--- src/rtl/ddr2_odt_pkg.sv ---
package ddr2_odt_pkg;
   typedef logic [1:0] rtt_t;

   localparam rtt_t RTT_OFF = 2'b00;
   localparam rtt_t RTT_75  = 2'b01;
   localparam rtt_t RTT_150 = 2'b10;
   localparam rtt_t RTT_50  = 2'b11;

   function automatic logic [7:0] rtt_to_ohms(input rtt_t code);
      case (code)
         RTT_75:  return 8'd75;
         RTT_150: return 8'd150;
         RTT_50:  return 8'd50;
         default: return 8'd0;
      endcase
   endfunction
endpackage

--- src/rtl/odt_sched.sv ---
module odt_sched #(
   parameter int AOND   = 2,
   parameter int LEAD_W = 6,
   parameter int LEN_W  = 4
) (
   input  logic              clk,
   input  logic              rst_n,
   input  logic              req_go,
   input  logic [LEAD_W-1:0] req_lead,
   input  logic [LEN_W-1:0]  req_len,
   output logic              busy,
   output logic              odt,
   output logic              odt_nxt
);
   localparam logic [LEAD_W-1:0] LEAD_AT_ONCE = LEAD_W'(AOND);

   logic [LEAD_W-1:0] wait_cnt;
   logic [LEN_W-1:0]  hold_cnt, len_q, hold_nxt;
   logic              fire, fire_now;

   always_comb begin
      fire_now = req_go && (req_lead == LEAD_AT_ONCE);
      fire     = fire_now || (wait_cnt == LEAD_W'(1));
      if (fire)
         hold_nxt = fire_now ? req_len : len_q;
      else if (hold_cnt != '0)
         hold_nxt = hold_cnt - LEN_W'(1);
      else
         hold_nxt = '0;
      if (fire)
         odt_nxt = 1'b1;
      else if (hold_cnt == LEN_W'(1))
         odt_nxt = 1'b0;
      else
         odt_nxt = odt;
   end

   assign busy = (wait_cnt != '0) || (hold_cnt != '0);

   always_ff @(posedge clk or negedge rst_n) begin
      if (!rst_n) begin
         wait_cnt <= '0;
         hold_cnt <= '0;
         len_q    <= '0;
         odt      <= 1'b0;
      end else begin
         if (req_go && !fire_now)
            wait_cnt <= req_lead - LEAD_AT_ONCE;
         else if (wait_cnt != '0)
            wait_cnt <= wait_cnt - LEAD_W'(1);
         if (req_go)
            len_q <= req_len;
         hold_cnt <= hold_nxt;
         odt      <= odt_nxt;
      end
   end
endmodule

--- src/rtl/odt_guard.sv ---
module odt_guard #(
   parameter int AOND   = 2,
   parameter int ANPD   = 3,
   parameter int AXPD   = 8,
   parameter int LEAD_W = 6,
   parameter int LEN_W  = 4
) (
   input  logic              clk,
   input  logic              rst_n,
   input  logic              cke,
   input  logic              req_valid,
   input  logic [LEAD_W-1:0] req_lead,
   input  logic [LEN_W-1:0]  req_len,
   input  logic              busy,
   input  logic              odt,
   input  logic              odt_nxt,
   output logic              req_go,
   output logic              sched_err,
   output logic              pd_err
);
   localparam int QW = $clog2(ANPD + 1);
   localparam int XW = $clog2(AXPD + 1);

   logic [QW-1:0] quiet;
   logic [XW-1:0] since_up;
   logic          cke_q, refuse, too_soon;
   int            slack;

   always_comb begin
      slack    = int'(req_lead) - AOND;
      too_soon = (slack + int'(since_up)) < AXPD;
      refuse   = !cke || busy || (slack < 0) || (req_len == '0) || too_soon;
      req_go   = req_valid && !refuse;
   end

   always_ff @(posedge clk or negedge rst_n) begin
      if (!rst_n) begin
         quiet     <= QW'(ANPD);
         since_up  <= XW'(AXPD);
         cke_q     <= 1'b1;
         sched_err <= 1'b0;
         pd_err    <= 1'b0;
      end else begin
         sched_err <= req_valid && refuse;
         pd_err    <= !cke && cke_q && (busy || (int'(quiet) < ANPD - 1));
         cke_q     <= cke;
         if (odt_nxt != odt)
            quiet <= '0;
         else if (int'(quiet) < ANPD)
            quiet <= quiet + QW'(1);
         if (!cke)
            since_up <= '0;
         else if (int'(since_up) < AXPD)
            since_up <= since_up + XW'(1);
      end
   end
endmodule

--- src/rtl/odt_term_model.sv ---
module odt_term_model
   import ddr2_odt_pkg::*;
#(
   parameter int AOND    = 2,
   parameter int AOFD    = 3,
   parameter int MOD_CYC = 4,
   parameter int AW      = 14,
   parameter int EMR_BA  = 1,
   parameter int HI_BIT  = 6,
   parameter int LO_BIT  = 2
) (
   input  logic          clk,
   input  logic          rst_n,
   input  logic          odt,
   input  logic          mrs_wr,
   input  logic [1:0]    mrs_ba,
   input  logic [AW-1:0] mrs_addr,
   output logic          term_on,
   output rtt_t          rtt_code,
   output logic [7:0]    rtt_ohms
);
   logic [AOFD-1:0] hist;
   logic            emr_hit, odt_seen;
   rtt_t            rtt_in;

   assign emr_hit = mrs_wr && (mrs_ba == 2'(EMR_BA));
   assign rtt_in  = {mrs_addr[HI_BIT], mrs_addr[LO_BIT]};

   always_ff @(posedge clk or negedge rst_n) begin
      if (!rst_n) hist <= '0;
      else        hist <= {hist[AOFD-2:0], odt};
   end

   always_comb begin
      odt_seen = 1'b0;
      for (int i = AOND - 1; i < AOFD; i++)
         odt_seen = odt_seen | hist[i];
   end

   generate
      if (MOD_CYC == 0) begin : g_direct
         always_ff @(posedge clk or negedge rst_n) begin
            if (!rst_n)       rtt_code <= RTT_OFF;
            else if (emr_hit) rtt_code <= rtt_in;
         end
      end else begin : g_delayed
         localparam int CW = $clog2(MOD_CYC + 1);
         logic [CW-1:0] cnt;
         rtt_t          pend;
         always_ff @(posedge clk or negedge rst_n) begin
            if (!rst_n) begin
               cnt      <= '0;
               pend     <= RTT_OFF;
               rtt_code <= RTT_OFF;
            end else if (emr_hit) begin
               cnt  <= CW'(MOD_CYC);
               pend <= rtt_in;
            end else if (cnt != '0) begin
               cnt <= cnt - CW'(1);
               if (cnt == CW'(1)) rtt_code <= pend;
            end
         end
      end
   endgenerate

   assign term_on  = (rtt_code != RTT_OFF) && odt_seen;
   assign rtt_ohms = rtt_to_ohms(rtt_code);
endmodule

--- src/rtl/ddr2_odt_seq.sv ---
module ddr2_odt_seq
   import ddr2_odt_pkg::*;
#(
   parameter int AOND    = 2,
   parameter int AOFD    = 3,
   parameter int ANPD    = 3,
   parameter int AXPD    = 8,
   parameter int MOD_CYC = 4,
   parameter int LEAD_W  = 6,
   parameter int LEN_W   = 4,
   parameter int AW      = 14
) (
   input  logic              clk,
   input  logic              rst_n,
   input  logic              cke,
   input  logic              req_valid,
   input  logic [LEAD_W-1:0] req_lead,
   input  logic [LEN_W-1:0]  req_len,
   input  logic              mrs_wr,
   input  logic [1:0]        mrs_ba,
   input  logic [AW-1:0]     mrs_addr,
   output logic              odt,
   output logic              term_on,
   output logic [1:0]        rtt_code,
   output logic [7:0]        rtt_ohms,
   output logic              sched_err,
   output logic              pd_err
);
   generate
      if (AOND < 1)        begin : g_bad_on   $error("AOND must be at least 1");        end
      if (AOFD < AOND + 1) begin : g_bad_off  $error("AOFD must exceed AOND");          end
      if (MOD_CYC < 0)     begin : g_bad_mod  $error("MOD_CYC must not be negative");   end
      if (AW < 7)          begin : g_bad_aw   $error("AW must cover address bit 6");    end
      if (ANPD < 1 || AXPD < 1) begin : g_bad_pd $error("power-down windows must be positive"); end
   endgenerate

   logic busy, odt_nxt, req_go;
   rtt_t rtt_i;

   odt_guard #(.AOND(AOND), .ANPD(ANPD), .AXPD(AXPD), .LEAD_W(LEAD_W), .LEN_W(LEN_W)) u_guard (
      .clk(clk), .rst_n(rst_n), .cke(cke), .req_valid(req_valid), .req_lead(req_lead),
      .req_len(req_len), .busy(busy), .odt(odt), .odt_nxt(odt_nxt), .req_go(req_go),
      .sched_err(sched_err), .pd_err(pd_err));

   odt_sched #(.AOND(AOND), .LEAD_W(LEAD_W), .LEN_W(LEN_W)) u_sched (
      .clk(clk), .rst_n(rst_n), .req_go(req_go), .req_lead(req_lead), .req_len(req_len),
      .busy(busy), .odt(odt), .odt_nxt(odt_nxt));

   odt_term_model #(.AOND(AOND), .AOFD(AOFD), .MOD_CYC(MOD_CYC), .AW(AW)) u_term (
      .clk(clk), .rst_n(rst_n), .odt(odt), .mrs_wr(mrs_wr), .mrs_ba(mrs_ba),
      .mrs_addr(mrs_addr), .term_on(term_on), .rtt_code(rtt_i), .rtt_ohms(rtt_ohms));

   assign rtt_code = rtt_i;
endmodule

--- config.mk ---
export PLATFORM = sky130hd
export DESIGN_NAME = ddr2_odt_seq
export DESIGN_NICKNAME = d
export VERILOG_FILES = /design/src/rtl/ddr2_odt_pkg.sv /design/src/rtl/odt_sched.sv /design/src/rtl/odt_guard.sv /design/src/rtl/odt_term_model.sv /design/src/rtl/ddr2_odt_seq.sv
export SDC_FILE = /design/constraint.sdc
export NUM_CORES = 1
export LEC_CHECK = 0
export ABC_CLOCK_PERIOD_IN_PS = 5800
export BUFFER_PORTS_ARGS = -buffer_cell sky130_fd_sc_hd__buf_2
export CAP_MARGIN = 40
export CORE_ASPECT_RATIO = 0.8
export CORE_MARGIN = 4
export CORE_UTILIZATION = 45
export DETAILED_ROUTE_END_ITERATION = 10
export GPL_ROUTABILITY_DRIVEN = 1
export PLACE_DENSITY = 0.69
export SLEW_MARGIN = 20
export SYNTH_ARGS = -nofsm -noshare
export SYNTH_HDL_FRONTEND = slang
export SYNTH_HIERARCHICAL = 1
export SYNTH_SLANG_ARGS = --single-unit
export TNS_END_PERCENT = 5
--- constraint.sdc ---
create_clock -name clk -period 5.8 [get_ports clk]
set_clock_uncertainty 0.05 [all_clocks]
set_input_delay 0.58 -clock clk [delete_from_list [all_inputs] [get_ports clk]]
set_output_delay 0.58 -clock clk [all_outputs]
set_load 0.05 [all_outputs]
==> results.cfg <==
[run]
drv_cap = 0

[drt]
firstDrtPassIters = 4
drt-initial-drc-count = 54
drtAntennaViolNets = 0
vias = 1357
routed_wl_um = 3240
vias_per_cell = 5.03
wire_per_inst_um = 12.0
post-route-drc-count = 0

[worst_setup_path]
setup.worst_path.start_class = flip-flop
reg2reg_depth = 10
crit_path_max_incr_delay_ns = 0.58
critPathCapture = u_guard/quiet[1]
end_kind = flip-flop
path_class = reg2reg
arrival_ns = 3.58
r2r_start = u_sched/wait_cnt[0]
cp.required_ns = 5.96
crit_chain = inv_1 -> ha_1 -> nand3_1 -> or4_1 -> a2111o_1 -> a311oi_1 -> or4b_4 -> nand3_1 -> xor2_1 -> nor2_1
r2r_end = u_guard/quiet[1]
critPathLaunch = u_sched/wait_cnt[0]
crit_fanout = 7
rrSetupSlack_ns = 2.37
cp_slowest_cell = or4b_4
cp_common_cell = nand3_1

[hold_path]
hp-class = in2async

[yosys]
synth_area_um2 = 1910
avgSynthCellArea_um2 = 10.7
yosysSeqAreaShare = 0.449
yosysWarnings = 6
syn_inst = 178
ys_types = 47
ys_ff_latch = 34
syn-num-nets = 221
synth.largest_area_cell = dfrtp_1
synth_area_leaders = dfrtp_1 39%, ha_1 7.9%, dfstp_2 5.5%, mux2_2 4.7%, nor2_1 3.7%
synth_top_area_frac = 0.393

[placement]
gp_congestion = 0.717
dp_slack_ns = 2.02
placed_cell_area_um2 = 2100
placed_cells = 260
port_buffers = 32
dp_hpwl_um = 2550

[grt]
grt.total_usage = 0.135
grt_most_used_layer = met2
grt_first_pass_wirelength_um = 5550
grt-ovfl-total = 0
antenna_found_initial = 0
grtUsageMet1 = 0.174
use_met2 = 0.222
globalRouteMet3Util = 0.0409
grt_pass1_vias = 1291
grt_max_degree = 35

[clocking]
cts_inserted_buffers = 5
cts_tree = done
cts.sinks = 34
cts.htree.levels = 2
cts_resized = 0
holdBufCountCts = 0
post_cts_buffers = 0
clock_tree.root_cell = clkbuf_8
cts_buffer_depth = 2
clk_pin_slew_ns = 0.07
worstSkewPairLatency_ns = 0.28

[sta]
setup_viol = 0
min_period_ns = 3.43
hold_violations = 0
slew_headroom = 0.692
post-route-period-util = 0.591
rsz0062_at_grt = no
fin_setup_tns_ns = 0
fmax_mhz = 292
slew_viol_final = 0
setup_ws_ns = 2.37
tightest_slew_ns = 0.458
holdWs_ns = 0.180

[die]
core_area_um2 = 3930
fp-row-count = 20
initial_utilization = 0.486
die_area_um2 = 5350
io_pins = 45
fp.dieW_um = 80.8
fp.dieH_um = 66.2

[final_layout]
fin_area_um2 = 2260
area_delta_synth_final_pct = 18.6
fin_cells = 270
drive_above_1_share = 0.312
diodes = 0
nets = 257
final.fill_count = 356
final_util = 0.576

[pwr]
ir_drop_uv = 327
p_leak_nw = 1.13
power.density_nw_per_um2 = 507
power.total_mw = 1.15

[run_status]
outcome = completed
[sequential cells by signal, summed over array words and instances, names as in the netlist]
name,flops
u_sched/odt,1
u_sched/len_q,4
u_guard/quiet,2
u_guard/cke_q,1
u_term/g_delayed.pend,2
u_guard/pd_err,1
u_sched/hold_cnt,4
u_guard/sched_err,1
u_term/g_delayed.cnt,3
u_guard/since_up,4
u_sched/wait_cnt,6
u_term/hist,3
u_term/rtt_code,2
[layout make-up]
| type | instances | area (µm²) | share of cell area |
|---|---|---|---|
| clock buffer | 5 | 68.8 | 0.0304 |
| clock inverter | 3 | 68.8 | 0.0304 |
| inverter | 13 | 48.8 | 0.0216 |
| multi-input combinational | 125 | 962 | 0.425 |
| sequential | 34 | 856 | 0.378 |
| tap | 55 | 68.8 | 0.0304 |
| timing repair buffer | 35 | 190 | 0.0840 |
[Yosys cell counts, drive strengths merged]
| cell type | count |
|---|---|
| a2111o | 1 |
| a211oi | 2 |
| a21oi | 5 |
| a311oi | 1 |
| a31o | 1 |
| a31oi | 2 |
| a32o | 1 |
| and2 | 2 |
| and3 | 1 |
| and4b | 1 |
| buf | 4 |
| clkbuf | 2 |
| dfrtp | 30 |
| dfstp | 4 |
| ha | 12 |
| inv | 13 |
| mux2 | 12 |
| mux2i | 7 |
| nand2 | 10 |
| nand2b | 2 |
| nand3 | 5 |
| nand3b | 1 |
| nand4 | 1 |
| nor2 | 20 |
| nor2b | 3 |
| nor3 | 4 |
| nor3b | 1 |
| nor4 | 2 |
| nor4b | 1 |
| o211ai | 1 |
| o21a | 1 |
| o21ai | 3 |
| o22ai | 1 |
| o31a | 1 |
| o31ai | 2 |
| or2 | 2 |
| or4 | 2 |
| or4b | 1 |
| xnor2 | 5 |
| xor2 | 8 |
[layer usage]
| metal | part of all wire | vias to the layer above |
|---|---|---|
| met4 | 0.0012 | 0 |
| met2 | 0.44 | 31 |
| met5 | 0 | - |
| li1 | - | 687 |
| met1 | 0.49 | 637 |
| met3 | 0.065 | 2 |
[worst max-delay path: cells and delay by family (launching register included)]
family                   cells  cell delay [ns]
buffers and inverters        1             0.08
XOR/XNOR                     1             0.23
AND/OR/NAND/NOR              5             1.55
adder cells (fa/ha/maj)      1             0.22
AO/OA/AOI/OAI                2             0.79
flip-flops                   1             0.43
[placed cells by master (no fill, tap or decap), types with 2 or more instances in the layout]
cell type	count
a211oi_1	2
a21oi_1	5
a31oi_1	2
and2_1	2
buf_2	33
bufinv_16	2
clkbuf_8	5
dfrtp_1	30
dfstp_2	4
ha_1	12
inv_1	13
mux2_1	2
mux2_2	8
mux2_4	2
mux2i_1	7
nand2_1	10
nand3_1	4
nor2_1	19
nor2b_1	3
nor3_1	4
nor4_1	2
o21ai_0	3
o31ai_1	2
or2_2	2
xnor2_1	5
xor2_1	8
[worst min path at each step]
stage	from	to	slack, ns	cells past startpoint
after floorplan	rst_n	u_guard/pd_err	0.23	0
after global placement	u_term/hist[0]	u_term/hist[1]	0.28	0
after detailed placement	u_term/hist[0]	u_term/hist[1]	0.29	0
after CTS	u_term/hist[0]	u_term/hist[1]	0.31	0
after global routing	rst_n	u_sched/hold_cnt[2]	0.20	2
final	rst_n	u_sched/wait_cnt[5]	0.18	2
[cell families after synthesis]
group,share of synthesized area
AOI/OAI and AO/OA,0.0800
xor gates and xnor gates,0.0597
adders and majority gates,0.0787
buffers and inverters,0.0472
DFF,0.449
muxes,0.111
and+or+nand+nor,0.174
[power by group]
part	total, mW	leakage (nW)	internal (mW)	switching (mW)
logic	0.498	0.648	0.178	0.319
registers	0.390	0.416	0.326	0.0647
clock network	0.259	0.0683	0.172	0.0864
total	1.15	1.13	0.676	0.470
Note: power is estimated with default switching activity, not from simulation.
